`src/rtl/l2_tag_ctl.sv`:
```
module l2_tag_ctl #(
  parameter int HD_W = 2
) (
  input  logic            clk,
  input  logic            rst_n,
  input  logic            cfg_mp_mode,
  input  logic            cfg_dirty_hi,
  input  logic            cfg_toe_hold3,
  input  logic [HD_W-1:0] cfg_hit_dly,
  input  logic            xfer_start,
  input  logic            addr_done,
  input  logic            copyback_req,
  input  logic            tag_wr_req,
  input  logic            line_modified,
  input  logic            arb_bg1,
  input  logic            arb_dbg1,
  input  logic            pin_din,
  output logic            pin_dout,
  output logic            pin_toe,
  output logic            tag_we,
  output logic            dirty_smp_vld,
  output logic            dirty_smp,
  output logic            arb_br1
);
  localparam int TC_W = 2;
  localparam logic [TC_W-1:0] LAST_SHORT = TC_W'(1);
  localparam logic [TC_W-1:0] LAST_LONG  = TC_W'(2);

  typedef enum logic [1:0] {T_IDLE, T_DRIVE, T_RECOV} tstate_t;

  logic            tw_q, dq, run_q, vld_q, smp_q, toe_q, hold3_q;
  logic [HD_W-1:0] hcnt;
  logic [TC_W-1:0] tcnt;
  tstate_t         tst;

  wire hit_now  = run_q && (hcnt == cfg_hit_dly);
  wire toe_last = tcnt == (hold3_q ? LAST_LONG : LAST_SHORT);

  assign pin_dout      = cfg_mp_mode ? arb_bg1  : (dq ~^ cfg_dirty_hi);
  assign pin_toe       = cfg_mp_mode ? arb_dbg1 : toe_q;
  assign arb_br1       = cfg_mp_mode & pin_din;
  assign tag_we        = tw_q  & ~cfg_mp_mode;
  assign dirty_smp_vld = vld_q & ~cfg_mp_mode;
  assign dirty_smp     = smp_q & ~cfg_mp_mode;

  always_ff @(posedge clk or negedge rst_n) begin
    if (!rst_n) begin
      tw_q <= 1'b0; dq <= 1'b0;
      run_q <= 1'b0; vld_q <= 1'b0; smp_q <= 1'b0; hcnt <= '0;
      toe_q <= 1'b0; hold3_q <= 1'b0; tcnt <= '0; tst <= T_IDLE;
    end else if (cfg_mp_mode) begin
      tw_q <= 1'b0; dq <= 1'b0;
      run_q <= 1'b0; vld_q <= 1'b0; smp_q <= 1'b0; hcnt <= '0;
      toe_q <= 1'b0; hold3_q <= 1'b0; tcnt <= '0; tst <= T_IDLE;
    end else begin
      tw_q <= tag_wr_req;
      if (tag_wr_req)  dq <= line_modified;
      else if (!tw_q)  dq <= 1'b0;

      vld_q <= 1'b0;
      if (xfer_start) begin
        run_q <= 1'b1;
        hcnt  <= '0;
      end else if (hit_now) begin
        run_q <= 1'b0;
        vld_q <= 1'b1;
      end else if (run_q) begin
        hcnt <= hcnt + 1'b1;
      end
      if (!xfer_start && hit_now) smp_q <= pin_din;
      else if (addr_done)         smp_q <= 1'b0;

      case (tst)
        T_IDLE: if (copyback_req) begin
          tst <= T_DRIVE; toe_q <= 1'b1; tcnt <= '0; hold3_q <= cfg_toe_hold3;
        end
        T_DRIVE: if (toe_last) begin
          tst <= T_RECOV; toe_q <= 1'b0;
        end else begin
          tcnt <= tcnt + 1'b1;
        end
        default: tst <= T_IDLE;
      endcase
    end
  end

  p_vld_single_r2: assert property (@(posedge clk) disable iff (!rst_n)
    vld_q |=> !vld_q);

  p_toe_min_r7: assert property (@(posedge clk) disable iff (!rst_n)
    (!cfg_mp_mode && $past(!cfg_mp_mode) && $fell(toe_q)) |-> $past(toe_q, 2));

  p_toe_max_r7: assert property (@(posedge clk) disable iff (!rst_n)
    (toe_q && $past(toe_q) && $past(toe_q, 2)) |=> !toe_q);

  p_toe_gap_r8: assert property (@(posedge clk) disable iff (!rst_n)
    $fell(toe_q) |=> !toe_q);

  p_dout_hold_r6: assert property (@(posedge clk) disable iff (!rst_n)
    (!cfg_mp_mode && $past(!cfg_mp_mode) && $fell(tw_q)) |-> $stable(dq));

  p_mp_quiet_r9: assert property (@(posedge clk) disable iff (!rst_n)
    (cfg_mp_mode && $past(cfg_mp_mode)) |-> !(vld_q || toe_q || tw_q || run_q));
endmodule

```
`config.mk`:
```
export PLATFORM = sky130hd
export DESIGN_NAME = l2_tag_ctl
export DESIGN_NICKNAME = d
export VERILOG_FILES = /design/src/rtl/l2_tag_ctl.sv
export SDC_FILE = /design/constraint.sdc
export NUM_CORES = 1
export LEC_CHECK = 0
export BUFFER_PORTS_ARGS = -buffer_cell sky130_fd_sc_hd__buf_2
export CORE_MARGIN = 2
export CORE_UTILIZATION = 30
export DETAILED_ROUTE_END_ITERATION = 8
export PLACE_DENSITY = 0.61
export SLEW_MARGIN = 0
export SYNTH_ARGS = -nofsm -noshare
export SYNTH_HDL_FRONTEND = slang
export SYNTH_SLANG_ARGS = --single-unit
```
`constraint.sdc`:
```
create_clock -name clk -period 1.32 [get_ports clk]
set_input_delay 0.264 -clock clk [delete_from_list [all_inputs] [get_ports clk]]
set_output_delay 0.264 -clock clk [all_outputs]
set_load 0.01 [all_outputs]
```
; ---- Yosys cells after proc, flatten, opt, wreduce, memory -nomap -nowiden
; Cells that the tools add are included.
[op_classes]
n_lt_le_gt_ge = 0
n_reduce_logical = 15
n_eq_ne = 8
multipliers = 0
div_mod_pow = 0
shift = 0
muxes = 35
addsub = 2
n_bitwise = 6
[ops]
columns = operator, n
row1 = 2-bit two-way mux, 11
row2 = 1-bit two-way mux, 21
row3 = "3-bit inequality test, second input constant", 5
row4 = 3-bit nonzero test, 4
row5 = 2-bit case mux with 2 select lines, 2
row6 = 2-bit AND reduction, 3
row7 = 3-bit AND reduction, 2
row8 = "2-bit by 1-bit adder with 2-bit output, second input constant", 2
row9 = 1-bit AND, 4
row10 = 2-bit equality test, 2
row11 = 2-bit nonzero test, 2
row12 = "2-bit by 1-bit equality test with 1-bit output, second input constant", 1
row13 = 1-bit logical AND, 2
row14 = 2-bit logical NOT, 1
row15 = 1-bit case mux with 2 select lines, 1
row16 = 1-bit logical NOT, 1
row17 = 1-bit inverter, 1
row18 = 1-bit XNOR, 1
[totals]
ramBits = 0
in_bits = 15
latch_bits = 0
mem_bits_ro = 0
memories = 0
regBits = 13
out_inout_bits = 6
wordCells = 76

; ---- Longest topological paths before layout
; Gate-level depths: netlist of the first run.
[logic_depth]
ltp_word = 5
depth_mapped = 4
mapped_depth_nobuf = 3

; ---- Worst setup path after synthesis of the first run
; No wires, ideal clock.
[synth_path]
kind = in2out
startpoint = input cfg_mp_mode
endpoint = output pin_dout
required_ns = 1.056
arrival_ns = 0.907
slack_ns = 0.149
stages = 3
path_cell_list = buf_2 clkbuf_1 o21ai_0
[synth_between]
elab_chain_len = 1
[synth_lines]
columns = element, line
row1 = "start, declared", 6  ; input logic cfg_mp_mode,
row2 = 1-bit two-way mux, 39  ; assign pin_dout = cfg_mp_mode ? arb_bg1 : (dq ~^ cfg_dirty_hi);
row3 = "end, declared", 18  ; output logic pin_dout,
; Every way passes these cells.

; ---- Worst setup path in the final report of the first run
[layout_path]
startpoint = register toe_q
endpoint = output pin_toe
[layout_between]
elab_chain_len = 1
[layout_lines]
columns = element, line
row1 = "start, declared", 31  ; logic tw_q, dq, run_q, vld_q, smp_q, toe_q, hold3_q;
row2 = "start signal, assigned", 50  ; toe_q <= 1'b0; hold3_q <= 1'b0; tcnt <= '0; tst <= T_IDLE;
row3 = "start signal, assigned", 54  ; toe_q <= 1'b0; hold3_q <= 1'b0; tcnt <= '0; tst <= T_IDLE;
row4 = "start signal, assigned", 75  ; tst <= T_DRIVE; toe_q <= 1'b1; tcnt <= '0; hold3_q <= cfg_toe_hold3;
row5 = 1-bit two-way mux, 40  ; assign pin_toe = cfg_mp_mode ? arb_dbg1 : toe_q;
row6 = "end, declared", 19  ; output logic pin_toe,
; Every way passes these cells.

==> flow_summary_export.csv, run 1 <==
group,metric,value,unit
sta,final.setup_skew,0.0006583,ns
yosys,synth_edf_count,0,
yosys,yosysWarnings,0,
power_and_ir_drop,p_leak,0.4425,nW
yosys,netlist_area,690.7,µm²
clock_tree,cts.clk_slew.worst_paths,0.08,ns
global_route,grt_pass1_vias,551,
worst_setup_path,r2r_cells,3,
global_route,overflow,0,
hold_path,hold_start,"line_modified",
global_route,grt_usage,11.65,%
floorplanning,die_h,51.98,µm
yosys,synth.distinct_cells,30,
clock_tree,cts_buffer_depth,2,
sta,hold_viol,0,
power_and_ir_drop,p_seq_share,51.3,%
hold_path,holdPathEnd,"dq$_DFFE_PN0P_",
finish,n_fill_cell,224,
finish,design_area,907.1,µm²
worst_setup_path,r2r_slack,0.10,ns
worst_setup_path,cp-end-kind,"output port",
finish,layout.nets,116,
routing,vias,610,
sta,rsz0062_at_grt,"true",
finish,final_cells,128,
sta,maxSlewViolCount,0,
sta,setup_viol,2,
floorplanning,ios,21,
sta,period_needed,1.331,ns
clock_tree,htreeDepth,1,
status,status,"finished with violations",
power_and_ir_drop,power.total,0.0008462,W
hold_path,hold_depth,3,
worst_setup_path,timing.rr.start,"hcnt[0]$_DFFE_PN0P_",
sta,fin_crit_sh,100.8,%
clock_tree,numClockSinks,13,
clock_tree,cts_buffers,3,
yosys,async_flop_share,100.0,%
global_route,grt_max_degree,14,
worst_setup_path,r2r-end,"hcnt[0]$_DFFE_PN0P_",
sta,relSlewSlack,80.11,%
finish,n_antenna_cell,0,
worst_setup_path,crit_fanout,2,
place,placedCellCount,121,
worst_setup_path,cp-start-kind,"flop",
power_and_ir_drop,ir_worst_vdd,0.4784,mV
clock_tree,cts_tree,"done",
job,cap_violations,0,
power_and_ir_drop,netSwitchingPower,0.0002313,W
yosys,synth_top_flop_cell,"dfrtp_1",
power_and_ir_drop,p_sw_share,27.33,%
global_route,grt_pass1_wl,2.270,mm
place,place_area,839.6,µm²
floorplanning,die_width,51.98,µm
yosys,synth_cells,72,
global_route,antenna_found_initial,0,
yosys,synthesis.nets,87,
floorplanning,start_util,31.52,%
floorplanning,num_rows,17,
worst_setup_path,crit_type,"flop to output port",
floorplanning,placeableCoreArea,0.002191,mm²
routing,drt_iter0_markers,3,
finish,syn_to_final_growth,31.34,%
clock_tree,root_buffer,"clkbuf_4",
yosys,synth_seq_cells,13,
place,gp_congestion,0.7835,
clock_tree,clock_latency,0.28,ns
status,violations,"negative setup slack",
worst_setup_path,crit_required,1.06,ns
floorplanning,dieArea,0.002702,mm²
routing,wl_per_cell,11.09,µm
routing,drt-total-wl,1.419,mm
place,dp_hpwl,1.056,mm
finish,final_util,41.40,%
sta,timing.final.ws_setup,-0.01072,ns
place,port_buffers,20,
power_and_ir_drop,p_int,0.0006149,W
sta,worst_pin_slew,0.2953,ns
sta,fmax,751.5,MHz
hold_path,holdCritPathClass,"input pin to flop",
power_and_ir_drop,powerDensity,932.8,mW/mm²
yosys,syn_avg_cell_area,9.593,µm²
power_and_ir_drop,comb_power_share,18.2,%
power_and_ir_drop,clkPwrFrac,30.6,%
worst_setup_path,crit_arrival,1.07,ns
routing,ant_nets,0,
routing,drc,0,
yosys,yosysSeqAreaShare,47.10,%
routing,firstDrtPassIters,4,
routing,via_per_inst,4.766,
finish,drive_gt1_share,33.00,%
[critical path, cell delays in order (launching register included)]
cell     delay (ns)
dfrtp_1        0.39
mux2_4         0.27
buf_6          0.12
[layer usage]
metal	vias up	global-route usage (%)	routed length (µm)
met3	3	3.448	93
met4	0	6.579	31
met1	282	14.03	671
met2	19	18.35	622
met5	-	0	0
li1	306	-	-
[how the worst max path moves through the flow]
stage | slack, ns | from | cells past startpoint | endpoint
6_report | -0.01 | toe_q$_DFFE_PN0P_ | 2 | pin_toe
5_1_grt | -0.08 | dq$_DFFE_PN0P_ | 3 | pin_dout
4_1_cts | -0.02 | toe_q$_DFFE_PN0P_ | 2 | pin_toe
3_5_place_dp | 0.08 | cfg_hit_dly[1] | 4 | smp_q$_DFFE_PN0P_
3_3_place_gp | 0.11 | cfg_hit_dly[1] | 4 | smp_q$_DFFE_PN0P_
2_1_floorplan | 0.15 | cfg_mp_mode | 3 | pin_dout
[flip-flops by register name, summed over array words and instances (netlist names)]
register and flops:
smp_q 1, hold3_q 1, tst 2, tw_q 1, tcnt 2, hcnt 2, run_q 1, vld_q 1
toe_q 1, dq 1
[power groups by stage]
stage	clock (W)	combinational (W)	sequential, W
global placement	0	0.000134	0.000441
global route	0.000282	0.000173	0.000436
CTS	0.000265	0.000154	0.000433
floorplan	0	0.0000768	0.000438
finish	0.000259	0.000154	0.000434
detailed placement	0	0.000137	0.000441
[timing repair]
action / CTS / global route
setup endpoints to repair: 2 / 3
gates resized for setup: 3 / 1
hold buffers: 1 / 0
setup buffers: 2 / 0
hold endpoints to repair: 13 / 0
[synthesized netlist by cell type (2+ instances only)]
library cell / instances / area share (%)
dfrtp_1: 13 / 47
nand2_1: 9 / 4.9
nor2b_1: 5 / 4.5
a21oi_1: 4 / 2.9
inv_1: 4 / 2.2
nand3b_1: 3 / 3.3
nor3_1: 3 / 2.2
o21ai_0: 3 / 2.2
xor2_1: 3 / 3.8
a31oi_1: 2 / 1.8
mux2i_1: 2 / 2.9
nor2_1: 2 / 1.1
or3b_1: 2 / 2.5
[cell families (layout without fill, tap and decap cells)]
group	count (synthesis)	after routing	synth area share [%]
AOI/OAI and AO/OA	15	15	13.95
muxes	3	3	4.529
adders and majority gates	1	1	1.449
buffers and inverters	6	34	3.440
and+or+nand+nor	31	31	25.73
xor gates and xnor gates	3	3	3.805
DFF	13	13	47.10
[cells in the final DEF (no fill, tap or decap), drive strengths merged]
master and count:
a31oi 2, a21boi 1, and2b 1, nor3 3, or3b 3, xor2 3
nor2 2, nor4b 1, o32ai 1, o21ai 3, buf 25, nor2b 5
a21o 1, o21ba 1, a21oi 4, mux2i 2, dfrtp 13, or3 1
dlygate4sd3 1, o22ai 1, mux2 1, inv 4, nand2 9, clkbuf 4
and2 1, nand2b 1, nand3b 3, nand3 1, maj3 1, a211o 1
[stage by stage]
step	TNS, ns	hold WS (ns)	setup slack (ns)
finish	-0.01897	0.2114	-0.01072
global route	-0.1113	0.2309	-0.07549
CTS	-0.03555	0.2057	-0.02226
detailed placement	0	0.1724	0.08062
global placement	0	0.1734	0.1094
floorplan	0	-0.03159	0.1492
[area by class of cell]
type / count / area [µm²] / area share, %
clock buffers: 4 / 26.28 / 2.897
inverters: 4 / 15.01 / 1.655
multi-input cells: 53 / 351.6 / 38.76
flip-flops and latches: 13 / 325.3 / 35.86
well taps: 28 / 35.03 / 3.862
repair buffers: 26 / 153.9 / 16.97
No activity file was read; power rests on OpenSTA's default activity.
==> run 2: changes to the inputs <==
--- a/config.mk
+++ b/config.mk
@@ -8,6 +8,7 @@
 export BUFFER_PORTS_ARGS = -buffer_cell sky130_fd_sc_hd__buf_2
 export CORE_MARGIN = 2
 export CORE_UTILIZATION = 30
+export CTS_BUF_LIST = sky130_fd_sc_hd__clkbuf_16
 export DETAILED_ROUTE_END_ITERATION = 8
 export PLACE_DENSITY = 0.61
 export SLEW_MARGIN = 0
==> run 2 against run 1 <==
The flow now finishes without violations. Worst setup slack gained 0.040 ns. First-iteration DRC count grew 100%. Critical path depth is the same. Hold slack gained 0.050 ns. Sequential power is essentially flat. Critical endpoint unchanged. Count of clock-buffer cells in the layout shrank 1. Clock skew grew 0.0015 ns. Non-clock buffer count is the same.
==> flow_summary_export.csv, run 2 (synthesis gave the netlist of run 1 again) <==
group,metric,value,unit
place,place_ws,0.08062,ns
floorplanning,start_util,31.52,%
routing,ant_nets,0,
place,placedCellCount,121,
sta,timing.final.ws_setup,0.02917,ns
floorplanning,die_h,51.98,µm
power_and_ir_drop,p_leak,0.4649,nW
worst_setup_path,crit_fanout,3,
finish,final_cells,128,
global_route,grt_max_degree,14,
global_route,antenna_found_initial,0,
worst_setup_path,crit_type,"flop to output port",
routing,drt_iter0_markers,6,
worst_setup_path,crit_start,"toe_q$_DFFE_PN0P_",
clock_tree,cts_buffers,3,
finish,top_regs,"hcnt x2, tcnt x2, tst x2",
worst_setup_path,slowest_stage,"dfrtp_1",
routing,firstDrtPassIters,4,
worst_setup_path,crit_arrival,1.03,ns
global_route,overflow,0,
clock_tree,numClockSinks,13,
sta,hold_viol,0,
power_and_ir_drop,ir_worst_vdd,0.6915,mV
routing,vias,610,
worst_setup_path,max_stage_delay,0.39,ns
sta,rsz0062_at_grt,"true",
sta,fmax,774.7,MHz
sta,final.setup_skew,0.002129,ns
clock_tree,htreeDepth,1,
finish,n_fill_cell,219,
global_route,grt_pass1_vias,538,
finish,layout.nets,116,
place,gp_congestion,0.7835,
finish,design_area,949.7,µm²
worst_setup_path,r2r-end,"smp_q$_DFFE_PN0P_",
place,dp_hpwl,1.056,mm
job,cap_violations,0,
worst_setup_path,r2r_cells,3,
place,port_buffers,20,
floorplanning,ios,21,
finish,layout_common_cells,"19 x buf_2, 13 x dfrtp_1, 9 x nand2_1",
routing,via_per_inst,4.766,
sta,worst_pin_slew,0.3927,ns
clock_tree,cts_tree,"done",
clock_tree,cts_buffer_depth,2,
worst_setup_path,cp-start-kind,"flop",
worst_setup_path,cp-end-kind,"output port",
finish,final_common_cell,"buf_2",
floorplanning,placeableCoreArea,0.002191,mm²
hold_path,holdCritPathClass,"input pin to flop",
clock_tree,clock_latency,0.24,ns
finish,drive_gt1_share,32.00,%
worst_setup_path,timing.rr.start,"hcnt[0]$_DFFE_PN0P_",
sta,fin_crit_sh,97.79,%
floorplanning,die_width,51.98,µm
place,place_area,839.6,µm²
status,status,"complete, no violations",
clock_tree,cts.clk_slew.worst_paths,0.05,ns
clock_tree,root_buffer,"clkbuf_16",
worst_setup_path,crit_path_cell_trace,"mux2_2 > buf_6",
routing,drt-total-wl,1.429,mm
worst_setup_path,r2r_slack,0.04,ns
routing,drc,0,
finish,syn_to_final_growth,37.50,%
floorplanning,dieArea,0.002702,mm²
sta,period_needed,1.291,ns
sta,setup_viol,0,
power_and_ir_drop,powerDensity,1216,mW/mm²
sta,relSlewSlack,73.45,%
sta,maxSlewViolCount,0,
worst_setup_path,crit_required,1.06,ns
routing,wl_per_cell,11.16,µm
global_route,grt_pass1_wl,2.270,mm
worst_setup_path,endpoint,"pin_toe",
power_and_ir_drop,power.total,0.001155,W
floorplanning,num_rows,17,
finish,n_antenna_cell,0,
global_route,grt_usage,11.53,%
==> run 2: cell types whose count changed in the layout (fill, tap and decap cells not counted) <==
cell / change
nor4b_1: +1
mux2_2: +1
clkbuf_16: +3
nor4b_2: -1
clkbuf_4: -3
mux2_4: -1
clkbuf_1: -1
inv_1: +1
==> run 2: cell type report <==
cell class              instances  area, µm²  area share (%)
clock buffers                   3      75.07           7.905
clock inverters                 1      3.754          0.3953
inverters                       4      15.01           1.581
multi-input cells              53      341.6           35.97
flip-flops and latches         13      325.3           34.26
well taps                      28      35.03           3.689
repair buffers                 26      153.9           16.21
==> run 2: worst max-delay path, delay by kind of cell, from the launching register on <==
family / cells / cell delay, ns
buffers and inverters: 1 / 0.12
DFF: 1 / 0.39
muxes: 1 / 0.28
==> run 2: timing repair <==
action / CTS / global route
setup buffers: 0 / 2
hold endpoints to repair: 13 / 0
hold buffers: 1 / 0
setup endpoints to repair: 0 / 2
resized for setup: 0 / 2
==> run 2: where the power goes <==
| group | switching (W) | internal [W] | total [W] |
|---|---|---|---|
| sequential | 0.0000178 | 0.000419 | 0.000436 |
| combinational | 0.0000713 | 0.0000783 | 0.000150 |
| clock | 0.000169 | 0.000400 | 0.000569 |
==> run 2: worst min path at each step <==
stage	slack, ns	startpoint	cells after the start	to
2_1_floorplan	-0.03	rst_n	0	dq$_DFFE_PN0P_
3_3_place_gp	0.17	rst_n	1	vld_q$_DFF_PN0_
3_5_place_dp	0.17	rst_n	1	vld_q$_DFF_PN0_
4_1_cts	0.26	line_modified	3	dq$_DFFE_PN0P_
5_1_grt	0.28	xfer_start	3	run_q$_DFFE_PN0P_
6_report	0.26	line_modified	3	dq$_DFFE_PN0P_
==> run 2: through the flow <==
step	setup TNS, ns	utilization [%]	hold WS (ns)
final	0	43.35	0.2618
after global routing	-0.007391	43.35	0.2845
after CTS	0	42.38	0.2606
after detailed placement	0	38.32	0.1724
after global placement	0	38.32	0.1734
after floorplan	0	-	-0.03159
==> run 2: metal layers <==
| layer | vias to the layer above | track usage [%] | routed length [µm] |
|---|---|---|---|
| li1 | 305 | - | - |
| met1 | 285 | 14.39 | 700 |
| met2 | 18 | 18.14 | 605 |
| met3 | 2 | 3.448 | 98 |
| met4 | 0 | 5.263 | 24 |
| met5 | - | 0 | 0 |
